$ cat src/rtl/wbuf_pkg.sv
package wbuf_pkg;

  // Advance a slot index, wrapping back to zero after the last slot.
  function automatic int unsigned slot_after(input int unsigned idx, input int unsigned depth);
    return (idx + 1 >= depth) ? 0 : idx + 1;
  endfunction

  // Occupancy after one edge, given whether a write entered and one left.
  function automatic int unsigned fill_after(input int unsigned fill, input logic put, input logic take);
    case ({put, take})
      2'b10:   return fill + 1;
      2'b01:   return fill - 1;
      default: return fill;
    endcase
  endfunction

endpackage

$ cat src/rtl/wbuf_ctrl.sv
module wbuf_ctrl import wbuf_pkg::*; #(
  parameter int DEPTH = 4,
  localparam int PW = (DEPTH > 1) ? $clog2(DEPTH) : 1,
  localparam int CW = $clog2(DEPTH + 1)
) (
  input  logic          clk,
  input  logic          rst_n,
  input  logic          wr_req,
  input  logic          rd_ready,
  output logic          wr_accept,
  output logic          rd_fire,
  output logic          stall,
  output logic          empty,
  output logic          full,
  output logic [PW-1:0] wr_ptr,
  output logic [PW-1:0] rd_ptr
);

  logic [CW-1:0] fill_q;

  assign full      = (fill_q == CW'(DEPTH));
  assign empty     = (fill_q == '0);
  assign rd_fire   = !empty && rd_ready;
  assign stall     = wr_req && full && !rd_fire;
  assign wr_accept = wr_req && !stall;

  always_ff @(posedge clk) begin
    if (!rst_n) begin
      fill_q <= '0;
      wr_ptr <= '0;
      rd_ptr <= '0;
    end else begin
      fill_q <= CW'(fill_after(int'(fill_q), wr_accept, rd_fire));
      if (wr_accept) wr_ptr <= PW'(slot_after(int'(wr_ptr), DEPTH));
      if (rd_fire)   rd_ptr <= PW'(slot_after(int'(rd_ptr), DEPTH));
    end
  end

  // occupancy never exceeds the parameterised depth
  a_r9_no_overflow: assert property (@(posedge clk) disable iff (!rst_n)
    fill_q <= CW'(DEPTH));

  // a stall is only raised when every slot is taken
  a_r6_stall_only_full: assert property (@(posedge clk) disable iff (!rst_n)
    stall |-> full);

  // a stalled cycle leaves the write pointer untouched
  a_r6_stall_no_store: assert property (@(posedge clk) disable iff (!rst_n)
    (stall && !rd_fire) |=> $stable(wr_ptr));

  // a full buffer that drains this cycle takes the offered write
  a_r7_swap_when_full: assert property (@(posedge clk) disable iff (!rst_n)
    (full && wr_req && rd_fire) |=> full);

  // an accepted write makes the buffer non-empty next cycle
  a_r4_accept_then_pending: assert property (@(posedge clk) disable iff (!rst_n)
    wr_accept |=> !empty);

endmodule

$ cat src/rtl/wbuf_store.sv
module wbuf_store #(
  parameter int DEPTH = 4,
  parameter int EW    = 68,
  localparam int PW = (DEPTH > 1) ? $clog2(DEPTH) : 1
) (
  input  logic          clk,
  input  logic          rst_n,
  input  logic          put,
  input  logic [PW-1:0] put_idx,
  input  logic [EW-1:0] put_entry,
  input  logic [PW-1:0] get_idx,
  output logic [EW-1:0] get_entry
);

  logic [EW-1:0] slot_q [DEPTH];

  for (genvar i = 0; i < DEPTH; i++) begin : g_slot
    logic hit;
    assign hit = put && (put_idx == PW'(i));
    always_ff @(posedge clk) begin
      if (!rst_n)   slot_q[i] <= '0;
      else if (hit) slot_q[i] <= put_entry;
    end
  end

  assign get_entry = slot_q[get_idx];

endmodule

$ cat src/rtl/wbuf_top.sv
module wbuf_top #(
  parameter int DEPTH = 4,
  parameter int AW    = 32,
  parameter int DW    = 32,
  localparam int BW = DW / 8,
  localparam int EW = AW + DW + BW,
  localparam int PW = (DEPTH > 1) ? $clog2(DEPTH) : 1
) (
  input  logic          clk,
  input  logic          rst_n,
  input  logic          cpu_wr_en,
  input  logic [AW-1:0] cpu_addr,
  input  logic [DW-1:0] cpu_data,
  input  logic [BW-1:0] cpu_be,
  output logic          cpu_stall,
  output logic          mem_valid,
  input  logic          mem_ready,
  output logic [AW-1:0] mem_addr,
  output logic [DW-1:0] mem_data,
  output logic [BW-1:0] mem_be,
  output logic          buf_empty
);

  logic          wr_accept;
  logic          rd_fire;
  logic          empty;
  logic          full;
  logic [PW-1:0] wr_ptr;
  logic [PW-1:0] rd_ptr;
  logic [EW-1:0] head_entry;

  wbuf_ctrl #(.DEPTH(DEPTH)) u_ctrl (
    .clk       (clk),
    .rst_n     (rst_n),
    .wr_req    (cpu_wr_en),
    .rd_ready  (mem_ready),
    .wr_accept (wr_accept),
    .rd_fire   (rd_fire),
    .stall     (cpu_stall),
    .empty     (empty),
    .full      (full),
    .wr_ptr    (wr_ptr),
    .rd_ptr    (rd_ptr)
  );

  wbuf_store #(.DEPTH(DEPTH), .EW(EW)) u_store (
    .clk       (clk),
    .rst_n     (rst_n),
    .put       (wr_accept),
    .put_idx   (wr_ptr),
    .put_entry ({cpu_addr, cpu_data, cpu_be}),
    .get_idx   (rd_ptr),
    .get_entry (head_entry)
  );

  assign mem_valid = !empty;
  assign buf_empty = empty;
  assign {mem_addr, mem_data, mem_be} = head_entry;

  // a blocked presentation is held unchanged into the next cycle
  a_r5_hold_when_blocked: assert property (@(posedge clk) disable iff (!rst_n)
    (mem_valid && !mem_ready) |=> (mem_valid && $stable(mem_addr) && $stable(mem_data) && $stable(mem_be)));

  // the empty flag and the presented-write flag never disagree
  a_r8_empty_vs_valid: assert property (@(posedge clk) disable iff (!rst_n)
    buf_empty != mem_valid);

  // from empty, a write offered this cycle is not presented in the same cycle
  a_r4_no_passthrough: assert property (@(posedge clk) disable iff (!rst_n)
    (buf_empty && cpu_wr_en) |-> !mem_valid);

  // full flag cannot be set right after reset
  a_r1_not_full_after_reset: assert property (@(posedge clk)
    !rst_n |=> !full);

endmodule

$ cat config.mk
export PLATFORM = sky130hd
export DESIGN_NAME = wbuf_top
export DESIGN_NICKNAME = d
export VERILOG_FILES = /design/src/rtl/wbuf_pkg.sv /design/src/rtl/wbuf_ctrl.sv /design/src/rtl/wbuf_store.sv /design/src/rtl/wbuf_top.sv
export SDC_FILE = /design/constraint.sdc
export NUM_CORES = 1
export LEC_CHECK = 0
export CORE_ASPECT_RATIO = 0.5
export CORE_MARGIN = 4
export CORE_UTILIZATION = 36
export CTS_CLUSTER_SIZE = 10
export DETAILED_ROUTE_END_ITERATION = 10
export DONT_BUFFER_PORTS = 1
export HOLD_SLACK_MARGIN = 0.05
export PLACE_DENSITY = 0.61
export REMOVE_ABC_BUFFERS = 1
export SYNTH_ARGS = -nofsm -noshare
export SYNTH_HDL_FRONTEND = slang
export SYNTH_SLANG_ARGS = --single-unit
$ cat constraint.sdc
create_clock -name clk -period 3.6 [get_ports clk]
set_input_delay 0.36 -clock clk [delete_from_list [all_inputs] [get_ports clk]]
set_output_delay 0.36 -clock clk [all_outputs]
set_load 0.02 [all_outputs]
==> flow_summary.toml, run 1 <==
[run_status]
status = "finished, final reports clean"

[logic_synthesis]
netlist_area_sq_um = 11900
synth_ff_type = "edfxtp_1"
ys_seq_area_share_pct = 70.4
syn_inst = 804
synth_edf_count = 272
synth_cell_types = 33
async_flop_share_pct = 0
syn_area_per_cell_sq_um = 14.8
ys_warn_count = 0
ys_ff_latch = 281

[sta]
worst_pin_slew_ns = 1.09
setup_violations = 0
fmax_mhz = 379
drv_slew = 0
slew_headroom_pct = 27.1
fin_skew_ns = 0.0207
rsz0062_at_grt = "false"
finalHoldViolCount = 0
holdWs_ns = 0.105
finalCritPeriodShare_pct = 73.4
period_minus_slack_ns = 2.64

[power_and_ir_drop]
intPower_mw = 5.92
p_clk_share_pct = 37.4
p_total_mw = 7.87
switching_share_pct = 24.7
p_leak_nw = 4.51
p_comb_share_pct = 12.5
p_per_area_nw_per_um2 = 592
vdd_drop_max_mv = 0.300
p_seq_share_pct = 50.1
power_switching_mw = 1.95

[drt]
routed_wl_mm = 26.7
vias_per_cell = 5.15
routed-wl-met2_mm = 14.4
met3_length_mm = 1.43
drc = 0
ant_nets = 0
dr.max_layer_used = "met4"
drt-met1-wl_mm = 10.4
vias = 6414
drt_iter0_markers = 507
routedWlPerCell_um = 21.5
first_pass_iters = 5

[grt]
grt_max_degree = 75
grt_usage_pct = 14.6
grt_pass1_wl_mm = 40.4
grt_antenna_before_repair = 1
grt_pass1_vias = 6695
grt_overflow = 0

[cts]
h-tree-depth = 2
post_cts_buffers = 0
cts_tree = "built"
cts_root_buf = "clkbuf_16"
cts.reportedPaths.clkPinSlew_ns = 0.06
clock_latency_ns = 0.49
cts.sinks = 281
cts_buffers = 34
clk_path_buf_depth = 3

[die]
fp.dieH_um = 136
rows = 46
die_w_um = 265
fp.coreArea_sq_um = 32100
dieArea_sq_um = 36100
initial_core_util_pct = 37.0
num_io_pins = 143

[critical_path]
crit_arrival_ns = 2.28
end_kind = "output port"
ff2ff_setup_slack_ns = 1.03
worst-path-max-fanout = 33
critPathLaunchType = "flip-flop"
critPathKind = "reg2out"
cp.required_ns = 3.24

[placed_design]
placed_area_sq_um = 12300
hpwlAfterDp_mm = 15.6
place_congestion = 0.749
placedCellCount = 1196
port_buffers = 0

[final_layout]
instances_no_fill = 1245
final_util_pct = 41.4
final_nets = 879
drive_gt1_share_pct = 16.5
synthToLayoutAreaGrowth_pct = 11.9
final_cell_area_sq_um = 13300

[worst_hold_path]
min_path_type = "in2reg"

[job]
max_cap_violations = 0
[critical path, stage by stage (launching register included)]
cell and delay, ns:
dfxtp_4 0.73, buf_12 0.36, mux4_2 0.66
[stage by stage]
step / setup TNS (ns) / setup WS (ns)
global route: 0 / 0.793
CTS: 0 / 0.887
detailed placement: 0 / 1.01
floorplan: -81.22 / -0.374
global placement: 0 / 1.10
finish: 0 / 0.959
[flip-flops by register name, indices dropped and copies added (netlist names), named ones only]
signal          count
u_store.slot_q    272
u_ctrl.fill_q       3
u_ctrl.rd_ptr       2
u_ctrl.wr_ptr       2
[power by group through the flow]
stage,Sequential (mW),Clock (mW),Combinational (mW)
final,3.94,2.94,0.987
after global routing,3.96,3.16,1.05
after CTS,3.94,3.00,1.01
after detailed placement,4.01,0,1.01
after global placement,3.99,0,1.00
after floorplan,4.01,0,0.727
[routing by layer]
| layer | track usage, % | vias up |
|---|---|---|
| met2 | 26.9 | 192 |
| met5 | 0 | - |
| met3 | 2.82 | 35 |
| li1 | - | 2902 |
| met4 | 3.81 | 0 |
| met1 | 17.9 | 3285 |
[logic make-up (layout without fill, tap and decap cells)]
kind of cell             after synthesis  count (layout)  synth area share, %
AND/OR/NAND/NOR                      366             366                 12.1
flip-flops                           281             281                 70.4
multiplexers                          69              69                 13.0
buffers and inverters                 65              73                 2.89
AO/OA/AOI/OAI                         15              15                0.844
adder cells (fa/ha/maj)                6               6                0.696
XOR/XNOR                               2               2                0.148
other                                  0               1                    0
[cell usage in the layout, fill, tap and decap left out, types with 3 or more instances in the layout]
cell type and count:
nor2_1 276, edfxtp_1 272, nand2_1 70, mux4_2 68
clkbuf_16 35, buf_4 13, clkbuf_1 10, inv_1 8
dfxtp_1 7, a21oi_1 5, ha_1 5, nand3_4 4
nand2_4 4, buf_12 4, or3_1 3, nand3_1 3
[layout make-up]
type	count	area, sq um
fillers	2876	18800
clock buffers	45	913
diodes	1	2.50
inverters	8	30.0
flip-flops and latches	281	8360
clock inverters	2	17.5
multi-input cells	458	3230
well taps	432	541
repair buffers	18	188
[path summary, 6_finish.rpt]
check	cells after the start	endpoint	from
max	2	mem_addr[30]	flip-flop
min	3	u_ctrl.fill_q[0]$_SDFFE_PN0P_	cpu_wr_en
max reg2reg	4	u_store.slot_q[3][5]$_SDFFCE_PN0P_	u_ctrl.fill_q[2]$_SDFFE_PN0P_
min reg2reg	2	flip-flop	u_ctrl.rd_ptr[0]$_SDFFE_PN0N_
[what timing repair did]
action	CTS	global route
resized for setup	0	0
endpoints found under the setup margin	0	0
endpoints found under the hold margin	2	0
hold buffers	1	0
[synth_stat cells, types with 2 or more instances]
library cell	instances	area [sq um]
o211ai_1	2	15.0
buf_2	31	155
dfxtp_1	9	180
inv_1	8	30.0
nor2_1	276	1040
mux4_2	68	1530
nand2_1	74	278
buf_1	2	7.51
a21oi_1	5	25.0
clkbuf_1	16	60.1
nand3_1	3	15.0
o21a_1	2	15.0
edfxtp_1	272	8170
or3_1	3	18.8
buf_6	8	90.1
nand3_2	4	40.0
ha_1	5	62.6
No activity file was read; power rests on OpenSTA's default activity.
==> run 2: changes to the inputs <==
ABC_AREA = 1   (was not set)
clock period = 2.54 ns   (was 3.6 ns; I/O delays follow)
==> run 2 against run 1 <==
  * Clock-buffer cell count unchanged
  * Via count is 31% higher
  * Combinational power rose to 3.1 times the previous value
  * Final cell count up 31%
  * Critical path depth grew 1
  * Area after synthesis is 1.0% higher
  * Critical endpoint is now mem_data[8]
  * Largest cell class unchanged
==> flow_summary.toml, run 2 <==
[job]
max_cap_violations = 0

[critical_path]
worstReg2RegStart = "u_ctrl.fill_q[2]$_SDFFE_PN0P_"
worst-path-max-fanout = 136
path_buf_inv = 1
end_kind = "output port"
critPathLaunchType = "flip-flop"
critPathKind = "reg2out"
critPathTopFamily = "compound AO/OA/AOI/OAI gates"
crit_slowest_cell = "o22ai_1"
crit_arrival_ns = 2.14
cp_slowest_stage_delay_ns = 0.54
cp.required_ns = 2.29
crit_chain = "buf_12, o21ai_0, o22ai_1"

[worst_hold_path]
min_path_type = "in2reg"
hold_start = "cpu_wr_en"

[cts]
cts_buffers = 34
post_cts_buffers = 0
clock_latency_ns = 0.50
cts_root_buf = "clkbuf_16"
clk_path_buf_depth = 3
cts_tree = "built"
h-tree-depth = 2
cts.sinks = 281
cts.reportedPaths.clkPinSlew_ns = 0.05

[drt]
drc = 0
vias_per_cell = 5.16
routedWlPerCell_um = 18.8
drt_iter0_markers = 731
first_pass_iters = 5
ant_nets = 0
vias = 8427
met3_length_mm = 1.52
routed_wl_mm = 30.8
routed-wl-met2_mm = 16.2
dr.max_layer_used = "met4"
drt-met1-wl_mm = 12.4

[logic_synthesis]
synth_area_leaders = "edfxtp_1, nor2_1, o21ai_0, o22ai_1, inv_1"
yosys.area.top_type_share_pct = 68.1
async_flop_share_pct = 0
synth_edf_count = 272
synth_area_leader_cell = "edfxtp_1"
yosysMostFrequentCell = "nor2_1"
ys_ff_latch = 281
syn_area_per_cell_sq_um = 10.9
ys_warn_count = 0
synthTopCellsByCount = "nor2_1, edfxtp_1, o21ai_0, inv_1, o22ai_1"
synth_ff_type = "edfxtp_1"
ys_seq_area_share_pct = 69.7
syn_inst = 1098
synth_cell_types = 25
netlist_area_sq_um = 12000

[sta]
finalCritPeriodShare_pct = 94.2
slew_headroom_pct = 57.4
worst_pin_slew_ns = 0.640
fmax_mhz = 418
finalHoldViolCount = 0
drv_slew = 0
rsz0062_at_grt = "false"
setup_violations = 0
fin_tns_setup_ns = 0
period_minus_slack_ns = 2.39
fin_skew_ns = 0.0192

[placed_design]
placedCellCount = 1514
port_buffers = 0
placed_area_sq_um = 12800
hpwlAfterDp_mm = 16.7
place_congestion = 0.791

[final_layout]
final_cell_area_sq_um = 14400
reg_top3 = "u_store.slot_q (272), u_ctrl.fill_q (3)"
largest_register_ffs = 272
mostFrequentLayoutCell = "nor2_1"
instances_no_fill = 1633
synthToLayoutAreaGrowth_pct = 20.2
final_util_pct = 44.7
drive_gt1_share_pct = 9.08
final_nets = 1267
regMostFlops = "u_store.slot_q"
final_cell_mix = "nor2_1, edfxtp_1, o21ai_0, inv_1, dlygate4sd3_1"

[die]
num_io_pins = 143
fp.coreArea_sq_um = 32200
die_w_um = 266
rows = 46
dieArea_sq_um = 36500
fp.dieH_um = 137
initial_core_util_pct = 37.2

[run_status]
status = "finished, final reports clean"

[power_and_ir_drop]
vdd_drop_max_mv = 0.428
p_per_area_nw_per_um2 = 894
p_leak_nw = 5.76
p_total_mw = 12.9

[grt]
grt_overflow = 0
grt_pass1_vias = 8582
grt_antenna_before_repair = 1
grt_pass1_wl_mm = 46.8
grt_max_degree = 137
grt_usage_pct = 16.3
==> run 2: changes by cell type in the layout (fill, tap and decap cells not counted), moves of 3 or more <==
cell	before	now
buf_4	13	43
mux4_2	68	0
inv_1	8	79
or3_1	3	0
nand3_4	4	0
buf_12	4	12
o22ai_1	0	68
o21ai_0	1	137
nand3_2	0	4
nand2_1	70	15
nor2_1	276	413
dlygate4sd3_1	1	71
==> run 2: cell type report <==
type / instances / area (sq um)
fillers: 2955 / 17800
inverters: 82 / 313
diodes: 1 / 2.50
clock buffers: 45 / 913
multi-input cells: 663 / 2980
clock inverters: 2 / 17.5
flip-flops and latches: 281 / 8350
repair buffers: 127 / 1280
well taps: 432 / 541
==> run 2: logic make-up after synthesis <==
kind of cell / count (synthesis) / synth area share [%]
AO/OA/AOI/OAI: 213 / 9.65
flip-flops: 281 / 69.7
AND/OR/NAND/NOR: 444 / 14.3
buffers and inverters: 154 / 5.72
adder cells (fa/ha/maj): 6 / 0.689
==> run 2: what timing repair did <==
| item | in CTS | in global routing |
|---|---|---|
| gates resized for setup | 0 | 1 |
| endpoints found under the setup margin | 0 | 4 |
| hold buffers | 71 | 0 |
| endpoints found under the hold margin | 262 | 0 |
==> run 2: power breakdown <==
group / switching (mW) / internal [mW] / total [mW]
logic: 2.16 / 0.937 / 3.09
registers: 0.102 / 5.44 / 5.54
clock network: 1.75 / 2.49 / 4.24
total: 4.01 / 8.87 / 12.9
==> run 2: worst register-to-register path: stages, from the launching register on <==
cell	delay (ns)
dfxtp_1	0.36
inv_1	0.09
a21oi_1	0.34
nand2_1	0.19
fa_1	0.47
inv_1	0.08
nand4_1	0.12
a21oi_1	0.16
nor2_1	0.06
==> run 2: final timing paths <==
path | to | slack (ns) | cells past startpoint
worst max-delay path | mem_data[8] | 0.15 | 3
worst min-delay path | u_ctrl.wr_ptr[0]$_SDFFE_PN0P_ | 0.10 | 4
worst max register to register | u_ctrl.fill_q[2]$_SDFFE_PN0P_ | 0.56 | 8
worst min register to register | u_ctrl.wr_ptr[0]$_SDFFE_PN0P_ | 0.51 | 2
==> run 2: routing by layer <==
metal  vias to the layer above  GRT usage (%)
li1                       3929              -
met1                      4237           20.2
met2                       217           29.6
met3                        44           2.64
met4                         0           4.93
met5                         -              0
==> run 2: per-stage QoR <==
| stage | setup WS, ns | hold slack (ns) |
|---|---|---|
| finish | 0.148 | 0.101 |
| global route | 0.106 | 0.113 |
| CTS | 0.0519 | 0.0836 |
| detailed placement | 0.572 | 0.379 |
| global placement | 0.585 | 0.372 |
| floorplan | -1.88 | 0.363 |
==> run 3: changes to the inputs <==
clock period = 2.4 ns   (was 2.54 ns; I/O delays follow)
==> run 3 against run 2 <==
  * Flip-flop and latch count unchanged
  * Largest power group unchanged
  * Global-route usage increased by 0.71 points
  * Clock-buffer cell count increased by 1
  * Power up 6.8%
  * Sequential power rose by 6.5%
  * Via count increased by 1.1%
  * Final cell count increased by 1.0%
  * Cell area up 1.5%
  * Clock power grew 5.4%
  * Clock skew decreased by 0.0017 ns
  * Setup slack got worse by 0.050 ns
  * Critical path type unchanged
  * Critical endpoint is now mem_data[1]
==> flow_summary.toml, run 3 (synthesis gave the netlist of run 2 again) <==
[sta]
finalHoldViolCount = 0
finalCritPeriodShare_pct = 95.9
slew_headroom_pct = 57.4
drv_slew = 0
fin_tns_setup_ns = 0
holdWs_ns = 0.103
rsz0062_at_grt = "false"
period_minus_slack_ns = 2.30
worst_pin_slew_ns = 0.649
fin_skew_ns = 0.0175
setup_violations = 0
fin_ws_ns = 0.0977
fmax_mhz = 434

[cts]
clock_latency_ns = 0.50
cts_root_buf = "clkbuf_16"
h-tree-depth = 2
cts.reportedPaths.clkPinSlew_ns = 0.06
cts_buffers = 34
cts_tree = "built"
cts.sinks = 281
clk_path_buf_depth = 3

[critical_path]
crit_chain = "inv_2, buf_4, o21ai_0, o22ai_1"
worst-path-max-fanout = 17
critPathKind = "reg2out"
cp_slowest_stage_delay_ns = 0.48
cp.required_ns = 2.16
crit_slowest_cell = "o22ai_1"
critPathLaunchType = "flip-flop"
worstReg2RegStart = "u_ctrl.fill_q[2]$_SDFFE_PN0P_"
end_kind = "output port"
crit_arrival_ns = 2.06

[placed_design]
hpwlAfterDp_mm = 18.3
pre_cts_ws_ns = 0.432
placed_area_sq_um = 12900
place_congestion = 0.822
port_buffers = 0

[die]
initial_core_util_pct = 37.2
fp.coreArea_sq_um = 32200
dieArea_sq_um = 36500
fp.dieH_um = 137
num_io_pins = 143
die_w_um = 266
rows = 46

[drt]
routedWlPerCell_um = 19.4
vias = 8519
first_pass_iters = 5
drc = 0
ant_nets = 0
drt_iter0_markers = 799
routed_wl_mm = 31.9
vias_per_cell = 5.16

[final_layout]
largest_register_ffs = 272
mostFrequentLayoutCell = "nor2_1"
final_cell_area_sq_um = 14600
final_cell_mix = "nor2_1, edfxtp_1, o21ai_0, inv_1, dlygate4sd3_1"
final_nets = 1283
regMostFlops = "u_store.slot_q"
reg_top3 = "u_store.slot_q (272), u_ctrl.fill_q (3)"
drive_gt1_share_pct = 10.5
synthToLayoutAreaGrowth_pct = 21.9

[worst_hold_path]
min_path_type = "in2reg"
hold_start = "cpu_wr_en"

[job]
max_cap_violations = 0

[grt]
grt_usage_pct = 17.0
grt_pass1_wl_mm = 48.7
grt_overflow = 0
grt_pass1_vias = 8743
grt_max_degree = 73
grt_antenna_before_repair = 1

[power_and_ir_drop]
vdd_drop_max_mv = 0.522
p_leak_nw = 5.87
p_per_area_nw_per_um2 = 941

[run_status]
status = "finished, final reports clean"
==> run 3: changes by cell type in the layout (fill, tap and decap cells not counted) <==
cell and change:
buf_4 +11, buf_12 +5, o22ai_1 -3, o22ai_2 +3, buf_6 -1, buf_8 +1, clkbuf_1 +1
==> run 3: repair_timing <==
item,4_1_cts,5_1_grt
endpoints found under the hold margin,276,0
cloned,0,0
endpoints found under the setup margin,1,44
hold buffers,71,0
gates resized for setup,1,2
buffers inserted,0,1
==> run 3: per-layer routing <==
layer | track usage (%) | wire, um
met4 | 4.84 | 655
met2 | 31.4 | 16800
met5 | 0 | 0
met1 | 20.9 | 12800
met3 | 2.66 | 1710
==> run 3: metrics by stage <==
| step | utilization, % | total power, mW | std cells |
|---|---|---|---|
| 5_1_grt | 45.3 | 14.3 | 1650 |
| 2_1_floorplan | - | 7.94 | 1026 |
| 3_5_place_dp | 40.1 | 9.25 | 1529 |
| 4_1_cts | 45.3 | 13.8 | 1648 |
| 3_3_place_gp | 40.1 | 9.20 | 1529 |
| 6_report | 45.3 | 13.8 | 1650 |
==> run 3: power breakdown <==
group / internal [mW] / switching [mW] / total [mW] / leakage, nW
clock: 2.64 / 1.83 / 4.47 / 0.453
sequential: 5.76 / 0.142 / 5.90 / 2.93
combinational: 1.08 / 2.30 / 3.38 / 2.49
total: 9.48 / 4.27 / 13.7 / 5.87
==> run 3: area by class of cell <==
class / count / area (sq um)
repair buffers: 143 / 1470
fillers: 2942 / 17600
clock buffers: 46 / 917
multi-input cells: 663 / 3000
clock inverters: 2 / 17.5
diodes: 1 / 2.50
inverters: 82 / 313
well taps: 432 / 541
flip-flops and latches: 281 / 8350
==> run 3: worst max-delay path, delay by kind of cell (launching register included) <==
kind	cells	cell delay (ns)
AO/OA/AOI/OAI	2	0.59
buffers and inverters	2	0.64
flip-flops	1	0.34
==> run 3: worst paths after layout <==
kind | to | slack, ns | depth (start not counted)
worst max-delay path | mem_data[1] | 0.1 | 4
worst min-delay path | u_ctrl.wr_ptr[0]$_SDFFE_PN0P_ | 0.10 | 4
worst max register to register | u_ctrl.fill_q[2]$_SDFFE_PN0P_ | 0.40 | 8
worst min register to register | u_ctrl.wr_ptr[0]$_SDFFE_PN0P_ | 0.52 | 2
